[config.mk]
export PLATFORM = sky130hd
export DESIGN_NAME = hs_mode_tracker
export DESIGN_NICKNAME = d
export VERILOG_FILES = /design/src/rtl/hs_pkg.sv /design/src/rtl/hs_line_filter.sv /design/src/rtl/hs_datapath.sv /design/src/rtl/hs_control.sv /design/src/rtl/hs_mode_tracker.sv
export SDC_FILE = /design/constraint.sdc
export NUM_CORES = 1
export LEC_CHECK = 0
export ABC_CLOCK_PERIOD_IN_PS = 2900
export BUFFER_PORTS_ARGS = -buffer_cell sky130_fd_sc_hd__buf_2
export CORE_ASPECT_RATIO = 0.7
export CORE_MARGIN = 3
export CORE_UTILIZATION = 25
export CTS_CLUSTER_SIZE = 30
export DETAILED_ROUTE_END_ITERATION = 8
export HOLD_SLACK_MARGIN = 0.1
export PLACE_DENSITY = 0.37
export SLEW_MARGIN = 25
export SYNTH_ARGS = -nofsm -noshare
export SYNTH_HDL_FRONTEND = slang
export SYNTH_SLANG_ARGS = --single-unit
export TNS_END_PERCENT = 10
[constraint.sdc]
create_clock -name clk -period 2.9 [get_ports clk]
set_clock_uncertainty 0.2 [all_clocks]
set_input_delay 0.58 -clock clk [delete_from_list [all_inputs] [get_ports clk]]
set_output_delay 0.58 -clock clk [all_outputs]
set_load 0.01 [all_outputs]
[src/rtl/hs_pkg.sv]
package hs_pkg;

  typedef enum logic [2:0] {
    ST_IDLE,
    ST_ADDR,
    ST_REST,
    ST_MCODE,
    ST_HS
  } busState_t;

  typedef struct packed {
    logic clrBits;
    logic shiftEn;
    logic latchSel;
    logic selFast;
  } dpCtrl_t;

  localparam int PREFIX_W = 5;
  localparam logic [PREFIX_W-1:0] MCODE_PREFIX = 5'b00001;

endpackage

[src/rtl/hs_line_filter.sv]
module hs_line_filter #(
  parameter int SLOW_LEN = 10,
  parameter int FAST_LEN = 2
) (
  input  logic clk,
  input  logic rstN,
  input  logic rawIn,
  input  logic useFast,
  output logic cleanOut
);
  localparam int MAX_LEN = (SLOW_LEN > FAST_LEN) ? SLOW_LEN : FAST_LEN;
  localparam int CNT_W   = $clog2(MAX_LEN + 1);

  logic [1:0]       syncQ;
  logic             cleanQ;
  logic [CNT_W-1:0] runCnt;
  logic [CNT_W-1:0] limit;

  always_comb begin
    limit = useFast ? CNT_W'(FAST_LEN - 1) : CNT_W'(SLOW_LEN - 1);
  end

  always_ff @(posedge clk or negedge rstN) begin
    if (!rstN) begin
      syncQ  <= 2'b11;
      cleanQ <= 1'b1;
      runCnt <= '0;
    end else begin
      syncQ <= {syncQ[0], rawIn};
      if (syncQ[1] != cleanQ) begin
        if (runCnt >= limit) begin
          cleanQ <= syncQ[1];
          runCnt <= '0;
        end else begin
          runCnt <= runCnt + 1'b1;
        end
      end else begin
        runCnt <= '0;
      end
    end
  end

  assign cleanOut = cleanQ;
endmodule

[src/rtl/hs_datapath.sv]
module hs_datapath
  import hs_pkg::*;
#(
  parameter int SLOW_LEN  = 10,
  parameter int FAST_LEN  = 2,
  parameter int BYTE_BITS = 8
) (
  input  logic    clk,
  input  logic    rstN,
  input  logic    sclRaw,
  input  logic    sdaRaw,
  input  dpCtrl_t ctrl,
  output logic    sclClean,
  output logic    sdaClean,
  output logic    startEv,
  output logic    stopEv,
  output logic    sclRise,
  output logic    byteReady,
  output logic    byteIsMcode,
  output logic    fastSel
);
  localparam int LANES = 2;
  localparam int BIT_W = $clog2(BYTE_BITS + 1);

  logic [LANES-1:0] rawLines;
  logic [LANES-1:0] cleanLines;
  logic             fastQ;
  logic             prevScl;
  logic             prevSda;
  logic [BIT_W-1:0] bitCnt;
  logic [BYTE_BITS-1:0] shiftReg;

  assign rawLines = {sdaRaw, sclRaw};

  for (genvar lane = 0; lane < LANES; lane++) begin : g_lane
    hs_line_filter #(
      .SLOW_LEN(SLOW_LEN),
      .FAST_LEN(FAST_LEN)
    ) u_filt (
      .clk     (clk),
      .rstN    (rstN),
      .rawIn   (rawLines[lane]),
      .useFast (fastQ),
      .cleanOut(cleanLines[lane])
    );
  end

  assign sclClean = cleanLines[0];
  assign sdaClean = cleanLines[1];

  always_ff @(posedge clk or negedge rstN) begin
    if (!rstN) begin
      prevScl <= 1'b1;
      prevSda <= 1'b1;
      fastQ   <= 1'b0;
    end else begin
      prevScl <= sclClean;
      prevSda <= sdaClean;
      if (ctrl.latchSel) fastQ <= ctrl.selFast;
    end
  end

  always_comb begin
    startEv = sclClean & prevScl & prevSda & ~sdaClean;
    stopEv  = sclClean & prevScl & ~prevSda & sdaClean;
    sclRise = sclClean & ~prevScl;
  end

  always_ff @(posedge clk or negedge rstN) begin
    if (!rstN) begin
      bitCnt   <= '0;
      shiftReg <= '0;
    end else if (ctrl.clrBits) begin
      bitCnt   <= '0;
      shiftReg <= '0;
    end else if (ctrl.shiftEn) begin
      bitCnt   <= bitCnt + 1'b1;
      shiftReg <= {shiftReg[BYTE_BITS-2:0], sdaClean};
    end
  end

  assign byteReady   = (bitCnt == BIT_W'(BYTE_BITS));
  assign byteIsMcode = (shiftReg[BYTE_BITS-1 -: PREFIX_W] == MCODE_PREFIX);
  assign fastSel     = fastQ;
endmodule

[src/rtl/hs_control.sv]
module hs_control
  import hs_pkg::*;
(
  input  logic    clk,
  input  logic    rstN,
  input  logic    startEv,
  input  logic    stopEv,
  input  logic    sclRise,
  input  logic    byteReady,
  input  logic    byteIsMcode,
  output dpCtrl_t ctrl,
  output logic    hsMode,
  output logic    hsEntry,
  output logic    forceNack,
  output logic    ignoreByte
);
  busState_t state, nextState;
  logic      nackQ, nackD;
  logic      entryQ, entryD;
  logic      ignQ, ignD;

  always_comb begin
    ctrl      = '0;
    nextState = state;
    nackD     = nackQ;
    entryD    = 1'b0;
    ignD      = 1'b0;
    if (stopEv) begin
      nextState     = ST_IDLE;
      nackD         = 1'b0;
      ctrl.latchSel = 1'b1;
      ctrl.selFast  = 1'b0;
    end else if (startEv) begin
      ctrl.clrBits  = 1'b1;
      ctrl.latchSel = 1'b1;
      nackD         = 1'b0;
      if (state == ST_MCODE || state == ST_HS) begin
        nextState    = ST_HS;
        ctrl.selFast = 1'b1;
        entryD       = (state == ST_MCODE);
      end else begin
        nextState    = ST_ADDR;
        ctrl.selFast = 1'b0;
      end
    end else if (state == ST_ADDR) begin
      if (byteReady) begin
        if (byteIsMcode) begin
          nextState = ST_MCODE;
          nackD     = 1'b1;
          ignD      = 1'b1;
        end else begin
          nextState = ST_REST;
        end
      end else if (sclRise) begin
        ctrl.shiftEn = 1'b1;
      end
    end
  end

  always_ff @(posedge clk or negedge rstN) begin
    if (!rstN) begin
      state  <= ST_IDLE;
      nackQ  <= 1'b0;
      entryQ <= 1'b0;
      ignQ   <= 1'b0;
    end else begin
      state  <= nextState;
      nackQ  <= nackD;
      entryQ <= entryD;
      ignQ   <= ignD;
    end
  end

  assign hsMode     = (state == ST_HS);
  assign hsEntry    = entryQ;
  assign forceNack  = nackQ;
  assign ignoreByte = ignQ;
endmodule

[src/rtl/hs_mode_tracker.sv]
module hs_mode_tracker
  import hs_pkg::*;
#(
  parameter int SLOW_LEN  = 10,
  parameter int FAST_LEN  = 2,
  parameter int BYTE_BITS = 8
) (
  input  logic clk,
  input  logic rstN,
  input  logic sclRaw,
  input  logic sdaRaw,
  output logic sclClean,
  output logic sdaClean,
  output logic busStart,
  output logic busStop,
  output logic hsMode,
  output logic hsEntry,
  output logic fastFilter,
  output logic forceNack,
  output logic ignoreByte
);
  dpCtrl_t ctrl;
  logic    sclRise;
  logic    byteReady;
  logic    byteIsMcode;

  hs_datapath #(
    .SLOW_LEN (SLOW_LEN),
    .FAST_LEN (FAST_LEN),
    .BYTE_BITS(BYTE_BITS)
  ) u_dp (
    .clk        (clk),
    .rstN       (rstN),
    .sclRaw     (sclRaw),
    .sdaRaw     (sdaRaw),
    .ctrl       (ctrl),
    .sclClean   (sclClean),
    .sdaClean   (sdaClean),
    .startEv    (busStart),
    .stopEv     (busStop),
    .sclRise    (sclRise),
    .byteReady  (byteReady),
    .byteIsMcode(byteIsMcode),
    .fastSel    (fastFilter)
  );

  hs_control u_ctl (
    .clk        (clk),
    .rstN       (rstN),
    .startEv    (busStart),
    .stopEv     (busStop),
    .sclRise    (sclRise),
    .byteReady  (byteReady),
    .byteIsMcode(byteIsMcode),
    .ctrl       (ctrl),
    .hsMode     (hsMode),
    .hsEntry    (hsEntry),
    .forceNack  (forceNack),
    .ignoreByte (ignoreByte)
  );
endmodule

# [Word-level counts from Yosys, hierarchy flattened]
# Index checks and enable logic that the tools add are counted.
[classes] add_sub_neg=3 magnitude_cmp=2 n_eq_ne=7 mux=37 n_bitwise=9 reduce_logical=9
[ops] op="$mux 4" count=7
[ops] op="$mux 1" count=20
[ops] op="$mux 8" count=2
[ops] op="$mux 3" count=5
[ops] op="$add 4x1->4 const B" count=3
[ops] op="$reduce_bool 3->1" count=3
[ops] op="$ge 4x4->1" count=2
[ops] op="$and 1x1->1" count=6
[ops] op="$mux 2" count=3
[ops] op="$reduce_and 2->1" count=3
[ops] op="$eq 5x1->1 const B" count=1
[ops] op="$eq 4x4->1 const B" count=1
[ops] op="$eq 3x1->1 const B" count=1
[ops] op="$eq 3x2->1 const B" count=1
[ops] op="$eq 3x3->1 const B" count=1
[ops] op="$not 1->1" count=3
[ops] op="$reduce_and 3->1" count=1
[ops] op="$ne 1x1->1" count=2
[ops] op="$reduce_bool 2->1" count=1
[ops] op="$logic_or 1x1->1" count=1
[totals] ff_bits=35 output_inout_bits=9

# [Depth between registers and ports, before layout]
[logic_depth] ltp_word=9 ltp_mapped=7 ltp_nobuf=6

# [Cells and area by module]
# From an unflattened synthesis, not the netlist that was laid out.
[hier_totals] hier_cells=146 area_unflattened_um2=1644.1
[modules_own_cells] module="hs_datapath" n_inst=1 cells_per_inst=57 area_each_um2=673.1
[modules_own_cells] module="hs_line_filter" n_inst=2 cells_per_inst=28 area_each_um2=330.3
[modules_own_cells] module="hs_control" n_inst=1 cells_per_inst=33 area_each_um2=310.3

# [Worst setup path after synthesis]
# OpenSTA, ideal clock, no wires.
[synth_timing] path_type="reg2reg" startpoint="register u_dp.g_lane[1].u_filt.runCnt[0]" endpoint="register u_dp.g_lane[1].u_filt.cleanQ" setup_time_ns=0.082 arrival_ns=1.589 setup_slack_ns=1.029 stages_incl_launch_ff=5 path_buffers=0 synth_period_minus_slack_ns=1.871 path_cell_list="dfrtp_1 ha_1 or3b_2 a21oi_1 mux2_2"
[synth_via] elab_chain_len=2
[synth_rtl] element="from (decl)" line_no="hs_line_filter.sv:16" rtl="logic [CNT_W-1:0] runCnt;"
[synth_rtl] element="from (signal assigned)" line_no="hs_line_filter.sv:35" rtl="runCnt <= runCnt + 1'b1;"
[synth_rtl] element="$ge 4x4->1" line_no="hs_line_filter.sv:31" rtl="if (runCnt >= limit) begin"
[synth_rtl] element="$reduce_and 2->1 (no line)"
[synth_rtl] element="to (signal assigned)" line_no="hs_line_filter.sv:32" rtl="cleanQ <= syncQ[1];"
[synth_rtl] element="to (decl)" line_no="hs_line_filter.sv:15" rtl="logic cleanQ;"
# No other way between the ends.
# A chain may end at the register's enable or synchronous reset.

# [Worst setup path in the final report]
[layout_timing] startpoint="register u_dp.g_lane[1].u_filt.cleanQ" endpoint="output busStart"
[layout_via] elab_chain_len=2
[layout_rtl] element="$not 1->1" line_no="hs_datapath.sv:64" rtl="startEv = sclClean & prevScl & prevSda & ~sdaClean;"
[layout_rtl] element="$and 1x1->1" line_no="hs_datapath.sv:64"
[layout_rtl] element="to (decl)" line_no="hs_mode_tracker.sv:14" rtl="output logic busStart,"
# No other way between the ends.

==> impl_metrics.csv <==
group,metric,value,unit
outcome,status,"finished, final reports clean",
final_layout,fill_cells,599,
final_layout,final_nets,177,
drt,initial_drt_pass_iterations,4,
clocking,cts.root.buffer_cell,"clkbuf_8",
yosys,part_of_the_yosys_area_used_for_sequential_elements,0.554,
place,portBuffers,12,
timing,final_worst_setup_slack,0.631,ns
timing,max_slew.worst_pin.slew,0.789,ns
final_layout,fin_util,0.309,
timing,max-slew-margin-rel,0.474,
floorplanning,core_area,5960,um^2
yosys,synth_compound_gate_area_share,0.0563,
clocking,htree_num_levels,2,
timing,setup_viol,0,
place,placed_cells_incl_taps,231,
setup_path,cp_max_fo,16,
power_and_ir_drop,cell_internal_pwr,0.819,mW
floorplanning,num_rows,23,
timing,final-max-slew-violation-count,0,
power_and_ir_drop,pwr-share-clk,0.325,
grt,grt_use_total,0.0926,
final_layout,n_antenna_cell,0,
drt,route.detailed.drc,0,
drt,route.vias.total,1037,
setup_path,critical_path.startpoint_type,"register",
run,drv.max_cap_violation_count,0,
timing,hold_viol,0,
place,place_ws,0.921,ns
setup_path,setup.worst_path.end_class,"primary output",
yosys,synth.largest_area_cell,"dfrtp_1",
floorplanning,top_level_ports,13,
timing,grt_setup_unrepaired,"no",
grt,grt_pass1_wl,5290,um
yosys,ys_warn_count,0,
min_path,hold_class,"register to register",
yosys,synth_simple_gate_area_frac,0.221,
power_and_ir_drop,static-leakage-power,0.930,nW
grt,largest_net_degree_at_the_start_of_global_routing,36,
yosys,yosysTopAreaCellShare,0.423,
floorplanning,floorplan.die_area,7410,um^2
yosys,syn-cell-area,1600,um^2
setup_path,crit_type,"register to primary output",
yosys,yosys.cell_types.count,37,
yosys,yosys-top-cells-area,"dfrtp_1, dfstp_2, ha_1, nand2_1, nand3_1",
yosys,syn_area_per_cell,11.0,um^2
power_and_ir_drop,pwr-share-seq,0.541,
timing,period_minus_slack,2.27,ns
yosys,post_synth_xor_area_fraction,0.0438,
timing,fin_crit_sh,0.782,
clocking,tritoncts,"yes",
power_and_ir_drop,power_density,610,nW/um^2
drt,totalWireLength,2880,um
place,dp.final_hpwl,2050,um
drt,route.met2.wl,1220,um
drt,avgRoutedWirePerCell,12.0,um
drt,met3WireLength,125,um
floorplanning,initial_utilization,0.268,
floorplanning,die_height,72.9,um
setup_path,cp.required,2.12,ns
yosys,mux_share_of_post_synthesis_cell_area,0.0203,
clocking,postCtsSetupBuffers,0,
setup_path,cp_data_arrival_time,1.49,ns
final_layout,drive_gt1_frac,0.226,
final_layout,instances_no_fill,239,
yosys,ys_ff_latch,35,
timing,tns,0,ns
clocking,cts-root-to-sink-buffers,2,
yosys,synth_top_family_by_area,"simple AND/OR/NAND/NOR gates",
power_and_ir_drop,power.ir.vdd_worst,0.248,mV
clocking,path_clk_slew,0.07,ns
grt,number_of_antenna_violations_at_the_first_check_in_global_routing,0,
power_and_ir_drop,p_sw_frac,0.271,
final_layout,area_delta_synth_final,15.0,%
power_and_ir_drop,share_comb_of_total_power,0.134,
clocking,tritoncts.num_buffers,5,
clocking,clock_tree_sinks,35,
grt,grt_pass1_vias,1069,
place,gpl.final_weighted_congestion,0.683,
yosys,synth_cells,145,
drt,drt-met1-wl,1510,um
power_and_ir_drop,p_sw,0.304,mW
grt,gr-total-overflow,0,
yosys,postSynthNetCount,159,
drt,ant_nets,0,
drt,vias_per_cell,4.34,
floorplanning,die_w,102,um
yosys,synth_fa_ha_area_frac,0.0782,
drt,drt-initial-drc-count,20,
drt,top_layer_used,"met4",
clocking,worst_skew_pair.late_latency,0.28,ns
clocking,cts_hold_buffers,0,
timing,fmax,441,MHz
clocking,post_cts_resized,0,
## state kept, by name, indices dropped and copies added, names as in the netlist
signal and flops:
u_dp.g_lane.u_filt.runCnt 8, u_dp.g_lane.u_filt.cleanOut 2, u_ctl.forceNack 1, u_dp.fastSel 1, u_ctl.hsEntry 1, u_dp.g_lane.u_filt.syncQ 4, u_dp.shiftReg 8, u_ctl.ignoreByte 1
u_ctl.state 3, u_dp.prevScl 1, u_dp.prevSda 1, u_dp.bitCnt 4
## through the flow
step / hold WS, ns / cell area (um^2) / total power [mW]
3_5_place_dp: 0.148 / 1750 / 0.771
3_3_place_gp: 0.146 / 1750 / 0.763
2_1_floorplan: 0.0844 / 1600 / 0.717
4_1_cts: 0.159 / 1840 / 1.15
6_report: 0.156 / 1840 / 1.12
5_1_grt: 0.161 / 1840 / 1.20
## final cells by class
cell class | count | area (um^2) | area share
Tap cell | 75 | 93.8 | 0.0510
Clock buffer | 7 | 86.3 | 0.0469
Multi-Input combinational cell | 100 | 671 | 0.365
Timing Repair Buffer | 13 | 67.6 | 0.0367
Inverter | 8 | 30.0 | 0.0163
Sequential cell | 35 | 886 | 0.482
Clock inverter | 1 | 5.00 | 0.00272
## worst paths after layout
kind	from	cells after the start	slack, ns	end
worst max-delay path	u_dp.g_lane[1].u_filt.cleanOut$_DFFE_PN1P_	4	0.63	busStart
worst min-delay path	u_dp.g_lane[1].u_filt.syncQ[0]$_DFF_PN1_	0	0.16	u_dp.g_lane[1].u_filt.syncQ[1]$_DFF_PN1_
worst max register to register	u_dp.g_lane[0].u_filt.runCnt[0]$_DFF_PN0_	5	0.96	u_dp.g_lane[0].u_filt.cleanOut$_DFFE_PN1P_
worst min register to register	u_dp.g_lane[1].u_filt.syncQ[0]$_DFF_PN1_	0	0.16	u_dp.g_lane[1].u_filt.syncQ[1]$_DFF_PN1_
max in group asynchronous	rstN	1	1.82	u_dp.shiftReg[0]$_DFFE_PN0P_
min in group asynchronous	rstN	1	0.18	u_ctl.hsEntry$_DFF_PN0_
## placed cells by master, fill, tap and decap left out, drive strengths merged, types with 2 or more instances in the layout
master | netlist | final
a21oi | 4 | 4
and3 | 3 | 3
buf | 2 | 13
clkbuf | 0 | 7
dfrtp | 27 | 27
dfstp | 8 | 8
ha | 10 | 10
inv | 8 | 8
mux2 | 2 | 2
nand2 | 25 | 25
nand3 | 13 | 13
nand3b | 2 | 2
nor2 | 9 | 9
nor3b | 3 | 3
o21ai | 3 | 3
or3b | 2 | 2
or4 | 2 | 2
xnor2 | 3 | 3
xor2 | 5 | 5
## power by group through the flow
stage / clock, mW / sequential, mW / combinational (mW)
after floorplan: 0 / 0.607 / 0.110
after global placement: 0 / 0.614 / 0.149
after detailed placement: 0 / 0.616 / 0.155
after CTS: 0.383 / 0.608 / 0.155
after global routing: 0.403 / 0.617 / 0.180
final: 0.365 / 0.607 / 0.150
## cells by family (layout without fill, tap and decap cells)
kind of cell / Yosys count / count (layout)
AND/OR/NAND/NOR: 65 / 65
flip-flops: 35 / 35
AO/OA/AOI/OAI: 14 / 14
adder cells (fa/ha/maj): 10 / 10
buffers and inverters: 10 / 29
XOR/XNOR: 8 / 8
multiplexers: 3 / 3
## critical path: stages (launching register included)
cell and delay, ns:
dfstp_2 0.61, nand4b_2 0.15, buf_4 0.22, inv_2 0.08, buf_2 0.14
## routing by layer
metal / vias to the layer above / GRT usage
met2: 13 / 0.128
met1: 499 / 0.134
li1: 523 / -
met5: - / 0
met4: 0 / 0.0221
met3: 2 / 0.0382
## cells in the mapped netlist, drive strengths merged
cell type / n
o211ai: 1
a211oi: 1
a21boi: 1
o21ai: 3
or3b: 2
mux2i: 1
and3: 3
xnor2: 3
xor2: 5
nor3: 1
o21bai: 1
nand2: 25
nor2: 9
inv: 8
nand2b: 1
o21a: 1
and2b: 1
or4: 2
a21oi: 4
mux2: 2
dfrtp: 27
nand3b: 2
dfstp: 8
nand4b: 1
nand3: 13
nor2b: 1
o31ai: 1
nor3b: 3
buf: 2
a32o: 1
ha: 10
and2: 1
Note: power is estimated with default switching activity, not from simulation.
